==> src/rtl/acc_stream_pkg.sv <==
package acc_stream_pkg;
  localparam logic [7:0] OFS_START_HI = 8'hD4;
  localparam logic [7:0] OFS_START_LO = 8'hD5;
  localparam logic [7:0] OFS_END_HI   = 8'hD6;
  localparam logic [7:0] OFS_END_LO   = 8'hD7;
  localparam logic [7:0] OFS_CUR_HI   = 8'hD8;
  localparam logic [7:0] OFS_CUR_LO   = 8'hD9;
  localparam logic [7:0] OFS_STATUS   = 8'hDC;
  localparam logic [7:0] OFS_DATA     = 8'hDD;
endpackage

==> src/rtl/acc_ptr_regs.sv <==
module acc_ptr_regs
  import acc_stream_pkg::*;
#(
  parameter int REG_W = 16,
  localparam int AW = 2 * REG_W
) (
  input  logic             clk_i,
  input  logic             rst_ni,
  input  logic [7:0]       addr_i,
  input  logic             wr_i,
  input  logic             rd_i,
  input  logic [REG_W-1:0] wdata_i,
  output logic [AW-1:0]    start_o,
  output logic [AW-1:0]    end_o,
  output logic [AW-1:0]    cur_o,
  output logic [AW-1:0]    cur_nxt_o,
  output logic             cur_load_o,
  output logic             wrap_o
);
  logic [AW-1:0] start_q, end_q, cur_q;
  logic          adv;
  logic [AW:0]   inc;

  assign adv    = rd_i && (addr_i == OFS_DATA);
  assign inc    = {1'b0, cur_q} + 1'b1;
  // 33-bit compare so an all-ones pointer still wraps
  assign wrap_o = adv && (inc > {1'b0, end_q});

  always_comb begin
    cur_nxt_o  = cur_q;
    cur_load_o = 1'b0;
    if (wr_i && addr_i == OFS_CUR_HI) begin
      cur_nxt_o[AW-1:REG_W] = wdata_i;
      cur_load_o = 1'b1;
    end else if (wr_i && addr_i == OFS_CUR_LO) begin
      cur_nxt_o[REG_W-1:0] = wdata_i;
      cur_load_o = 1'b1;
    end else if (adv) begin
      cur_nxt_o  = wrap_o ? start_q : inc[AW-1:0];
      cur_load_o = 1'b1;
    end
  end

  always_ff @(posedge clk_i or negedge rst_ni) begin
    if (!rst_ni) begin
      start_q <= '0;
      end_q   <= '0;
      cur_q   <= '0;
    end else begin
      if (wr_i) begin
        case (addr_i)
          OFS_START_HI: start_q[AW-1:REG_W] <= wdata_i;
          OFS_START_LO: start_q[REG_W-1:0]  <= wdata_i;
          OFS_END_HI:   end_q[AW-1:REG_W]   <= wdata_i;
          OFS_END_LO:   end_q[REG_W-1:0]    <= wdata_i;
          default: ;
        endcase
      end
      if (cur_load_o) cur_q <= cur_nxt_o;
    end
  end

  assign start_o = start_q;
  assign end_o   = end_q;
  assign cur_o   = cur_q;

  a_r4_advance: assert property (@(posedge clk_i) disable iff (!rst_ni)
    adv && !wrap_o |=> cur_q == $past(cur_q) + 1'b1);
  a_r5_reload: assert property (@(posedge clk_i) disable iff (!rst_ni)
    adv && wrap_o |=> cur_q == $past(start_q));
  a_r9_no_move: assert property (@(posedge clk_i) disable iff (!rst_ni)
    !wr_i && !adv |=> $stable(cur_q));
endmodule

==> src/rtl/acc_prefetch.sv <==
module acc_prefetch #(
  parameter int AW = 32,
  parameter int DW = 16
) (
  input  logic          clk_i,
  input  logic          rst_ni,
  input  logic          load_i,
  input  logic [AW-1:0] nxt_i,
  input  logic [AW-1:0] cur_i,
  output logic          mem_en_o,
  output logic [AW-1:0] mem_addr_o,
  input  logic [DW-1:0] mem_rdata_i,
  output logic [DW-1:0] word_o
);
  logic          primed_q, fetch_q;
  logic [DW-1:0] buf_q;

  // fetch the next pointer in the cycle it changes, so the word is ready one cycle later
  assign mem_en_o   = load_i || !primed_q;
  assign mem_addr_o = load_i ? nxt_i : cur_i;
  assign word_o     = fetch_q ? mem_rdata_i : buf_q;

  always_ff @(posedge clk_i or negedge rst_ni) begin
    if (!rst_ni) begin
      primed_q <= 1'b0;
      fetch_q  <= 1'b0;
      buf_q    <= '0;
    end else begin
      primed_q <= 1'b1;
      fetch_q  <= mem_en_o;
      if (fetch_q) buf_q <= mem_rdata_i;
    end
  end

  a_r3_word_held: assert property (@(posedge clk_i) disable iff (!rst_ni)
    !mem_en_o && !fetch_q |=> $stable(word_o));
endmodule

==> src/rtl/acc_ovf_irq.sv <==
module acc_ovf_irq (
  input  logic clk_i,
  input  logic rst_ni,
  input  logic wrap_i,
  input  logic clr_i,
  output logic flag_o,
  output logic pulse_o
);
  logic flag_q, pulse_q;

  always_ff @(posedge clk_i or negedge rst_ni) begin
    if (!rst_ni) begin
      flag_q  <= 1'b0;
      pulse_q <= 1'b0;
    end else begin
      pulse_q <= wrap_i;
      if (wrap_i)     flag_q <= 1'b1;
      else if (clr_i) flag_q <= 1'b0;
    end
  end

  assign flag_o  = flag_q;
  assign pulse_o = pulse_q;

  a_r5_pulse_flag: assert property (@(posedge clk_i) disable iff (!rst_ni)
    pulse_q |-> flag_q);
  a_r6_sticky: assert property (@(posedge clk_i) disable iff (!rst_ni)
    flag_q && !clr_i |=> flag_q);
  a_r6_clear: assert property (@(posedge clk_i) disable iff (!rst_ni)
    clr_i && !wrap_i |=> !flag_q);
endmodule

==> src/rtl/acc_stream_reader.sv <==
module acc_stream_reader
  import acc_stream_pkg::*;
#(
  parameter int REG_W = 16,
  localparam int AW = 2 * REG_W
) (
  input  logic             clk_i,
  input  logic             rst_ni,
  input  logic [7:0]       reg_addr_i,
  input  logic             reg_wr_i,
  input  logic             reg_rd_i,
  input  logic [REG_W-1:0] reg_wdata_i,
  output logic [REG_W-1:0] reg_rdata_o,
  output logic             mem_en_o,
  output logic [AW-1:0]    mem_addr_o,
  input  logic [REG_W-1:0] mem_rdata_i,
  output logic             ovf_flag_o,
  output logic             ovf_pulse_o
);
  logic [AW-1:0]    start_w, end_w, cur_w, cur_nxt_w;
  logic             cur_load_w, wrap_w, clr_w;
  logic [REG_W-1:0] word_w;

  acc_ptr_regs #(.REG_W(REG_W)) u_regs (
    .clk_i(clk_i), .rst_ni(rst_ni), .addr_i(reg_addr_i), .wr_i(reg_wr_i),
    .rd_i(reg_rd_i), .wdata_i(reg_wdata_i), .start_o(start_w), .end_o(end_w),
    .cur_o(cur_w), .cur_nxt_o(cur_nxt_w), .cur_load_o(cur_load_w), .wrap_o(wrap_w)
  );

  acc_prefetch #(.AW(AW), .DW(REG_W)) u_fetch (
    .clk_i(clk_i), .rst_ni(rst_ni), .load_i(cur_load_w), .nxt_i(cur_nxt_w),
    .cur_i(cur_w), .mem_en_o(mem_en_o), .mem_addr_o(mem_addr_o),
    .mem_rdata_i(mem_rdata_i), .word_o(word_w)
  );

  assign clr_w = reg_wr_i && (reg_addr_i == OFS_STATUS) && reg_wdata_i[0];

  acc_ovf_irq u_irq (
    .clk_i(clk_i), .rst_ni(rst_ni), .wrap_i(wrap_w), .clr_i(clr_w),
    .flag_o(ovf_flag_o), .pulse_o(ovf_pulse_o)
  );

  always_comb begin
    reg_rdata_o = '0;
    case (reg_addr_i)
      OFS_START_HI: reg_rdata_o = start_w[AW-1:REG_W];
      OFS_START_LO: reg_rdata_o = start_w[REG_W-1:0];
      OFS_END_HI:   reg_rdata_o = end_w[AW-1:REG_W];
      OFS_END_LO:   reg_rdata_o = end_w[REG_W-1:0];
      OFS_CUR_HI:   reg_rdata_o = cur_w[AW-1:REG_W];
      OFS_CUR_LO:   reg_rdata_o = cur_w[REG_W-1:0];
      OFS_STATUS:   reg_rdata_o[0] = ovf_flag_o;
      OFS_DATA:     reg_rdata_o = word_w;
      default: ;
    endcase
  end

  a_r7_refetch: assert property (@(posedge clk_i) disable iff (!rst_ni)
    reg_wr_i && (reg_addr_i == OFS_CUR_HI || reg_addr_i == OFS_CUR_LO) |-> mem_en_o);
  a_r5_pulse_after_read: assert property (@(posedge clk_i) disable iff (!rst_ni)
    ovf_pulse_o |-> $past(reg_rd_i) && $past(reg_addr_i) == OFS_DATA);
endmodule

==> config.mk <==
export PLATFORM = sky130hd
export DESIGN_NAME = acc_stream_reader
export DESIGN_NICKNAME = d
export VERILOG_FILES = /design/src/rtl/acc_stream_pkg.sv /design/src/rtl/acc_ptr_regs.sv /design/src/rtl/acc_prefetch.sv /design/src/rtl/acc_ovf_irq.sv /design/src/rtl/acc_stream_reader.sv
export SDC_FILE = /design/constraint.sdc
export NUM_CORES = 1
export LEC_CHECK = 0
export BUFFER_PORTS_ARGS = -buffer_cell sky130_fd_sc_hd__buf_4
export CORE_MARGIN = 4
export CORE_UTILIZATION = 35
export DETAILED_ROUTE_END_ITERATION = 16
export PLACE_DENSITY = 0.56
export SLEW_MARGIN = 5
export SYNTH_ARGS = -nofsm -noshare
export SYNTH_HDL_FRONTEND = slang
export SYNTH_SLANG_ARGS = --single-unit
==> constraint.sdc <==
create_clock -name clk_i -period 6.2 [get_ports clk_i]
set_clock_uncertainty 0.2 [all_clocks]
set_input_delay 0.93 -clock clk_i [delete_from_list [all_inputs] [get_ports clk_i]]
set_output_delay 0.93 -clock clk_i [all_outputs]
set_load 0.1 [all_outputs]
==> results of run 1 <==
-- registers in the layout, summed over array words and instances, names as in the netlist --
register          flops
u_irq.flag_o          1
u_fetch.primed_q      1
u_fetch.fetch_q       1
u_regs.end_o         32
u_regs.cur_o         32
u_fetch.buf_q        16
u_irq.pulse_o         1
u_regs.start_o       32
-- final timing paths --
path / start / endpoint / cells past startpoint
max: u_regs.cur_o[9] / mem_addr_o[0] / 16
min: u_fetch.primed_q / u_fetch.fetch_q / 1
max reg2reg: u_regs.cur_o[9] / u_regs.cur_o[6] / 14
min reg2reg: u_fetch.primed_q / u_fetch.fetch_q / 1
max in group asynchronous: rst_ni / u_regs.cur_o[0] / 2
min in group asynchronous: rst_ni / u_regs.cur_o[7] / 1
-- cell usage in the layout (no fill, tap or decap), types with 3 or more instances in the layout --
cell	count
dfrtp_1	115
buf_4	102
nand2_1	59
mux2i_1	47
o21ai_1	41
mux2_2	39
inv_1	37
ha_1	33
a22oi_1	28
o21ai_0	26
mux2_1	24
xnor2_1	23
a21oi_1	18
nand3_1	17
mux4_2	17
clkbuf_16	17
a2bb2oi_1	16
nand4_1	15
nor2_1	13
xor2_1	7
buf_6	7
clkinv_2	6
and4_1	4
nor3_4	3
nor3_2	3
nand4_2	3
clkbuf_8	3
-- logic make-up after synthesis --
group / count (synthesis) / synth area share (%)
buffers and inverters: 75 / 5.22
other: 1 / 0.0520
xor gates and xnor gates: 30 / 3.64
adders and majority gates: 33 / 5.72
AOI/OAI and AO/OA: 144 / 12.5
and+or+nand+nor: 136 / 11.0
DFF: 116 / 40.2
muxes: 127 / 21.7
-- repair_timing --
action,CTS,global route
resized for setup,0,11
setup buffers,0,4
setup endpoints to repair,0,31
-- worst max-delay path, cell delays in order, from the launching register on --
cell and delay, ns:
dfrtp_1 0.56, nand4_4 0.26, nor3_4 0.33, nor3b_4 0.26, nand3_1 0.12, xnor2_1 0.19, ha_1 0.34, nand4_1 0.12
nor3_2 0.25, nand3_1 0.12, or4b_1 0.59, o211ai_4 0.22, buf_12 0.22, or2_1 0.11, a21oi_1 0.05, a21oi_1 0.23
buf_4 0.34
-- layer usage --
metal	track usage [%]	vias up	part of all wire, %	wire length, um
met5	0	-	0	0
met2	32.2	219	46	10600
li1	-	2616	-	-
met4	6.29	0	1.8	414
met1	28.5	2882	44	10200
met3	4.79	28	7.5	1730
-- layout make-up --
| class | instances | share of cell area (%) |
|---|---|---|
| clock buffer | 22 | 5.38 |
| clock inverter | 10 | 1.19 |
| inverter | 38 | 1.62 |
| multi-input combinational | 471 | 45.2 |
| sequential | 116 | 33.0 |
| tap | 270 | 3.83 |
| timing repair buffer | 110 | 9.81 |
-- per-stage QoR --
step           total power, uW  utilization [%]  instances
2_1_floorplan             1100                -        662
3_3_place_gp              1230             40.3       1001
3_5_place_dp              1240             40.3       1001
4_1_cts                   2210             43.2       1033
5_1_grt                   2280             43.6       1037
6_report                  2190             43.6       1037
-- power by group through the flow --
stage | registers [uW] | logic, uW | clock network, uW
final | 849 | 382 | 963
after global routing | 854 | 412 | 1010
after CTS | 848 | 381 | 980
after detailed placement | 860 | 379 | 0
after global placement | 858 | 375 | 0
after floorplan | 842 | 262 | 0
==> flow_metrics.tcl, run 1 <==
set metrics [dict create \
    drc_errors 0 \
    synth_top_area_share_pct 40.2 \
    r2r_slack_ns 1.83 \
    clockRootBuffer "clkbuf_16" \
    syn_nets 739 \
    fin_setup_tns_ns 0 \
    multi_input_area_um2 3980 \
    setup_viol 0 \
    layout_setup_ws_ns 0.330 \
    p_leak_uw 0.00426 \
    die_width_um 152 \
    nets 831 \
    tritoncts "built" \
    cts_buffers 17 \
    power_frac_seq_pct 38.7 \
    yosysSeqAreaShare_pct 40.2 \
    cts_hold_buffers 0 \
    fin_area_um2 8810 \
    dpl-instance-area_um2 8160 \
    clk_latency_ns 0.42 \
    slew_viol_final 0 \
    synth_warnings 0 \
    placementRows 52 \
    required_ns 5.07 \
    finalCritPeriodShare_pct 94.7 \
    grt_pass1_vias 5878 \
    start_kind "register" \
    n_antenna_cell 0 \
    ant_nets 0 \
    dieArea_um2 23000 \
    power.density_nw_per_um2 249 \
    drive_gt1_share_pct 28.9 \
    cts.sinks 116 \
    crit_fanout 15 \
    grt_pass1_wl_um 35500 \
    post-route-min-period_ns 5.87 \
    ys_top_cells_by_count "dfrtp_1 (116), nand2_1 (59), mux2i_1 (47)" \
    synth_top_area_cell "dfrtp_1" \
    antenna_found_initial 0 \
    avgSynthCellArea_um2 10.9 \
    synth.most_common_cell "dfrtp_1" \
    rsz0062_at_grt "false" \
    worst_slew_pin_slew_ns 1.10 \
    p_int_uw 1560 \
    p_sw_uw 636 \
    relSlewSlack_pct 26.6 \
    dp_hpwl_um 16300 \
    status "finished, final reports clean" \
    wirelength_um 23000 \
    async_flop_share_pct 100 \
    port_buffers 94 \
    synthFlopType "dfrtp_1" \
    initial_core_util_pct 35.7 \
    ys_top_cells_by_area "dfrtp_1 (40%), mux2i_1 (6.5%), mux2_2 (6.1%)" \
    cts_max_level 4 \
    layout.area.seq_um2 2900 \
    crit_path_end_kind "output port" \
    hold_violations 0 \
    syn-cell-area_um2 7220 \
    hold_class "reg -> reg" \
    wl_per_cell_um 22.2 \
    max-vdd-ir-drop_v 0.000159 \
    syn_inst 662 \
    area_growth_pct 22.1 \
    cts.reportedPaths.clkPinSlew_ns 0.06 \
    pwr-share-clk_pct 43.9 \
    vias 5745 \
    path_class "reg -> out" \
    comb_power_share_pct 17.4 \
    max_freq_mhz 170 \
    die_h_um 152 \
    ys_ff_latch 116 \
    ys_types 60 \
    grt_start_max_net_pins 79 \
    globalRouteTotalUtil_pct 20.6 \
    p_sw_share_pct 29.0 \
    core_area_um2 20200 \
    drtIter0Drc 423 \
    overflow 0 \
    routabilityCongestion 0.920 \
    holdWs_ns 0.267 \
    vias_per_cell 5.54 \
    ios 95 \
    drt_first_pass_iters 5 \
    cap_viol_max_count 0 \
    clk_path_buf_depth 2 \
    cp.arrival_ns 4.74 \
    n_fill_cell 1928 \
    synth-edff-count 0 \
    place_ws_ns 0.499 \
]
Power figures use the tool's default switching activity.
==> run 2, diff against run 1 <==
--- a/config.mk
+++ b/config.mk
@@ -5,11 +5,11 @@
 export SDC_FILE = /design/constraint.sdc
 export NUM_CORES = 1
 export LEC_CHECK = 0
-export BUFFER_PORTS_ARGS = -buffer_cell sky130_fd_sc_hd__buf_4
 export CORE_MARGIN = 4
 export CORE_UTILIZATION = 35
 export DETAILED_ROUTE_END_ITERATION = 16
-export PLACE_DENSITY = 0.56
+export DONT_BUFFER_PORTS = 1
+export PLACE_DENSITY = 0.52
 export SLEW_MARGIN = 5
 export SYNTH_ARGS = -nofsm -noshare
 export SYNTH_HDL_FRONTEND = slang
==> run 2 against run 1 <==
- wire length up 5.3%
- combinational power down 7.1%
- first-iteration DRC count increased by 5.9%
- utilization down 1.2 points
- final cell count shrank 6.9%
- largest cell class unchanged
- highest routed layer unchanged
==> flow_metrics.tcl, run 2 (synthesized netlist as in run 1, its figures left out) <==
set metrics [dict create \
    ant_nets 0 \
    dieArea_um2 23000 \
    power.density_nw_per_um2 251 \
    cts.sinks 116 \
    antenna_found_initial 0 \
    slew_viol_final 0 \
    cp.arrival_ns 4.75 \
    r2r-end "u_regs.cur_o[22]" \
    wl_per_cell_um 25.1 \
    worst_slew_pin_slew_ns 1.17 \
    p_sw_share_pct 29.4 \
    die_width_um 152 \
    grt_start_max_net_pins 117 \
    final_common_cell "dfrtp_1" \
    initial_core_util_pct 35.7 \
    overflow 0 \
    power_uw 2150 \
    reg2reg_depth 16 \
    globalRouteTotalUtil_pct 21.6 \
    layout_setup_ws_ns 0.317 \
    relSlewSlack_pct 21.9 \
    crit_fanout 15 \
    vias 5673 \
    fin_setup_tns_ns 0 \
    layout.area.seq_um2 2900 \
    clockRootBuffer "clkbuf_16" \
    status "finished, final reports clean" \
    place_ws_ns 0.299 \
    required_ns 5.07 \
    tritoncts "built" \
    crit_path_end_kind "output port" \
    cts_max_level 4 \
    cts.reportedPaths.clkPinSlew_ns 0.05 \
    wirelength_um 24200 \
    multi_input_area_um2 4260 \
    cts_buffers 17 \
    vias_per_cell 5.88 \
    worstReg2RegStart "u_regs.cur_o[1]" \
    grt_pass1_vias 5784 \
    r2r_slack_ns 1.52 \
    rsz0062_at_grt "false" \
    clk_path_buf_depth 2 \
    p_sw_uw 632 \
    n_antenna_cell 0 \
    cap_viol_max_count 0 \
    hold_violations 0 \
    pwr-share-clk_pct 44.1 \
    path_class "reg -> out" \
    hold_class "in -> async" \
    area_growth_pct 18.9 \
    post-route-min-period_ns 5.88 \
    n_fill_cell 1895 \
    core_area_um2 20200 \
    start_kind "register" \
    final_cell_mix "dfrtp_1 (115), nand2_1 (59), mux2i_1 (46), mux2_2 (39), inv_1 (37)" \
    clk_latency_ns 0.43 \
    p_leak_uw 0.00401 \
    max-vdd-ir-drop_v 0.000125 \
    port_buffers 0 \
    drt_first_pass_iters 8 \
    die_h_um 152 \
    drc_errors 0 \
    drive_gt1_share_pct 28.3 \
    p_int_uw 1520 \
    max_freq_mhz 170 \
    setup_viol 0 \
    placementRows 52 \
    ios 95 \
    dp_hpwl_um 17100 \
    finalCritPeriodShare_pct 94.9 \
    final_core_util_pct 42.4 \
    routabilityCongestion 0.922 \
    drtIter0Drc 448 \
    comb_power_share_pct 16.5 \
    power_frac_seq_pct 39.4 \
    grt_pass1_wl_um 36700 \
    nets 759 \
]
[run 2: cell types whose count changed in the layout (fill, tap and decap cells not counted), sizes merged]
cell	change
clkinvlp	-1
clkinv	+3
clkbuf	-2
buf	-72
[run 2: timing repair]
item,CTS,global route
setup endpoints to repair,14,23
resized for setup,14,8
pin swaps,0,2
endpoints found under the hold margin,116,0
gates cloned,0,0
buffers inserted,0,0
hold buffers,1,0
[run 2: power by group through the flow]
stage                     logic, uW  clock network, uW  registers (uW)
after floorplan                 262                  0             842
after global placement          330                  0             857
after detailed placement        331                  0             860
after CTS                       357                964             847
after global routing            383               1000             853
final                           355                951             848
[run 2: worst max-delay path, cell delays in order (launching register included)]
cell and delay [ns]:
dfrtp_1 0.46, ha_1 0.26, nand4_1 0.20, nor2_1 0.36
and2_1 0.29, xor2_1 0.30, ha_1 0.21, nand4_1 0.11
nor3_2 0.25, nand3_1 0.12, or4b_1 0.58, o211ai_4 0.12
buf_8 0.24, buf_6 0.21, mux2i_2 0.29, o21ai_2 0.07
buf_4 0.24
[run 2: layout make-up]
cell class              instances  area share (%)
repair buffers                 38            4.40
flip-flops and latches        116            33.8
multi-input cells             471            49.6
inverters                      38            1.66
clock inverters                12            1.31
clock buffers                  20            5.21
well taps                     270            3.94
[run 2: through the flow]
stage               std cells  hold slack, ns  cell area, um^2
floorplan                 662           0.268             7220
global placement          932           0.285             7860
detailed placement        932           0.295             7860
CTS                       965           0.293             8550
global route              965           0.314             8580
finish                    965           0.275             8580
[run 2: worst max path at each step]
stage,endpoint,slack (ns),depth (start not counted),from
after floorplan,mem_addr_o[0],0.29,16,u_regs.cur_o[0]
after global placement,mem_addr_o[3],0.41,15,u_regs.cur_o[0]
after detailed placement,mem_addr_o[3],0.30,15,u_regs.cur_o[0]
after CTS,mem_addr_o[22],0.07,17,u_regs.cur_o[0]
after global routing,mem_addr_o[22],0.02,17,u_regs.cur_o[1]
final,mem_addr_o[22],0.32,16,u_regs.cur_o[1]
[run 2: per-layer routing]
metal	up-vias	global-route usage (%)	share of wire (%)
met5	-	0	0
met4	0	7.37	2.2
met3	38	7.14	9.7
met2	232	32.6	45
met1	2907	29.3	44
li1	2496	-	-
==> run 3, diff against run 2 <==
--- a/config.mk
+++ b/config.mk
@@ -5,7 +5,7 @@
 export SDC_FILE = /design/constraint.sdc
 export NUM_CORES = 1
 export LEC_CHECK = 0
-export CORE_MARGIN = 4
+export CORE_MARGIN = 2
 export CORE_UTILIZATION = 35
 export DETAILED_ROUTE_END_ITERATION = 16
 export DONT_BUFFER_PORTS = 1
==> run 3 against run 2 <==
- sequential share of layout area up 0.21 points
- die area shrank 5.2%
- global-route usage grew 0.90 points
- via count decreased by 0.81%
- sequential power about the same
- register-to-register slack worse by 0.11 ns
- final area fell by 0.66%
- largest power group unchanged
- highest routed layer unchanged
==> flow_metrics.tcl, run 3 (synthesized netlist as in run 1, its figures left out) <==
set metrics [dict create \
    slowest_stage "o21ai_4" \
    overflow 0 \
    initial_core_util_pct 35.7 \
    crit_buf_inv 1 \
    cts_max_level 4 \
    max_freq_mhz 168 \
    required_ns 5.07 \
    power_frac_seq_pct 39.5 \
    crit_path_end_kind "output port" \
    antenna_found_initial 0 \
    dieArea_um2 21800 \
    area_growth_pct 18.1 \
    grt_start_max_net_pins 83 \
    r2r_slack_ns 1.41 \
    vias_per_cell 5.86 \
    placementRows 52 \
    slew_viol_final 0 \
    clockRootBuffer "clkbuf_16" \
    clk_latency_ns 0.42 \
    max_stage_delay_ns 0.62 \
    drtIter0Drc 464 \
    vias 5627 \
    nets 754 \
    max-vdd-ir-drop_v 0.000177 \
    cts_setup_buffers 0 \
    drc_errors 0 \
    final_core_util_pct 42.1 \
    cts_buffers 17 \
    port_buffers 0 \
    routabilityCongestion 0.902 \
    comb_power_share_pct 16.3 \
    wl_per_cell_um 24.7 \
    setup_viol 0 \
    drive_gt1_share_pct 27.8 \
    power.density_nw_per_um2 253 \
    dp_cells 926 \
    cts.sinks 116 \
    p_int_uw 1490 \
    die_h_um 148 \
    grt_pass1_vias 5782 \
    dpl-instance-area_um2 7790 \
    ant_nets 0 \
    ios 95 \
    start_kind "register" \
    cts.reportedPaths.clkPinSlew_ns 0.06 \
    wirelength_um 23700 \
    hold_class "in -> async" \
    pwr-share-clk_pct 44.2 \
    tritoncts "built" \
    worst_slew_pin_slew_ns 1.14 \
    globalRouteTotalUtil_pct 22.5 \
    core_area_um2 20200 \
    drt_first_pass_iters 5 \
    rsz0062_at_grt "false" \
    n_antenna_cell 0 \
    post-route-min-period_ns 5.96 \
    crit_family "simple AND/OR/NAND/NOR gates" \
    p_leak_uw 0.00395 \
    status "finished, final reports clean" \
    fin_area_um2 8520 \
    p_sw_uw 664 \
    p_sw_share_pct 30.8 \
    die_width_um 148 \
    path_class "reg -> out" \
    path_cells "ha_1 -> nand4_1 -> nor3_4 -> nor3b_2 -> nand3_1 -> xnor2_1 -> ha_1 -> nand4_1 -> nor3_2 -> nand3_1 -> or4b_1 -> o211ai_4 -> buf_6 -> mux2i_1 -> o21ai_4" \
    cap_viol_max_count 0 \
    fin_setup_tns_ns 0 \
    final_common_cell "dfrtp_1" \
    relSlewSlack_pct 24.1 \
    clk_path_buf_depth 2 \
    cp.arrival_ns 4.83 \
    final_cells 960 \
    grt_pass1_wl_um 36400 \
    hold_violations 0 \
    final_cell_mix "dfrtp_1 (116), nand2_1 (59), mux2i_1 (47), mux2_2 (39), inv_1 (37)" \
    finalCritPeriodShare_pct 96.1 \
    crit_fanout 18 \
    dp_hpwl_um 16400 \
]
[run 3: repair_timing]
| item | in CTS | in global routing |
|---|---|---|
| resized for setup | 12 | 6 |
| pin swaps | 0 | 1 |
| gates cloned | 0 | 0 |
| hold buffers | 2 | 0 |
| hold endpoints to repair | 82 | 0 |
| endpoints found under the setup margin | 12 | 30 |
[run 3: per-stage QoR]
stage	hold slack, ns	setup WS, ns	total power (uW)
after global routing	0.152	0.00998	2240
after detailed placement	0.296	0.249	1190
after floorplan	0.268	0.286	1100
after global placement	0.284	0.419	1180
after CTS	0.149	0.000866	2170
final	0.152	0.242	2150
[run 3: final timing paths]
path	cells past startpoint	start	end
hold reg to reg	1	u_fetch.buf_q[15]	u_fetch.buf_q[15]
setup / recovery	15	u_regs.cur_o[0]	mem_addr_o[16]
hold / removal	1	rst_ni	u_regs.end_o[4]
min in group clk_i	1	u_fetch.buf_q[15]	u_fetch.buf_q[15]
setup reg to reg	15	u_regs.cur_o[0]	u_regs.cur_o[16]
max in group asynchronous	1	rst_ni	u_regs.start_o[26]
[run 3: layout make-up]
type	count	area, um^2
fillers	1917	11700
multi-input cells	471	4240
flip-flops and latches	116	2900
clock inverters	14	131
repair buffers	33	329
clock buffers	18	439
well taps	270	338
inverters	38	143
[run 3: power by group through the flow]
stage / Combinational [uW] / Clock (uW) / Sequential [uW]
global route: 380 / 1000 / 855
finish: 351 / 953 / 850
CTS: 352 / 968 / 849
floorplan: 262 / 0 / 842
global placement: 322 / 0 / 860
detailed placement: 325 / 0 / 862
[run 3: metal layers]
| metal | vias up | share of wire, % | global-route usage, % |
|---|---|---|---|
| met4 | 0 | 1.2 | 6.01 |
| met5 | - | 0 | 0 |
| li1 | 2489 | - | - |
| met3 | 20 | 9.1 | 6.94 |
| met2 | 226 | 45 | 34.5 |
| met1 | 2892 | 44 | 31.0 |
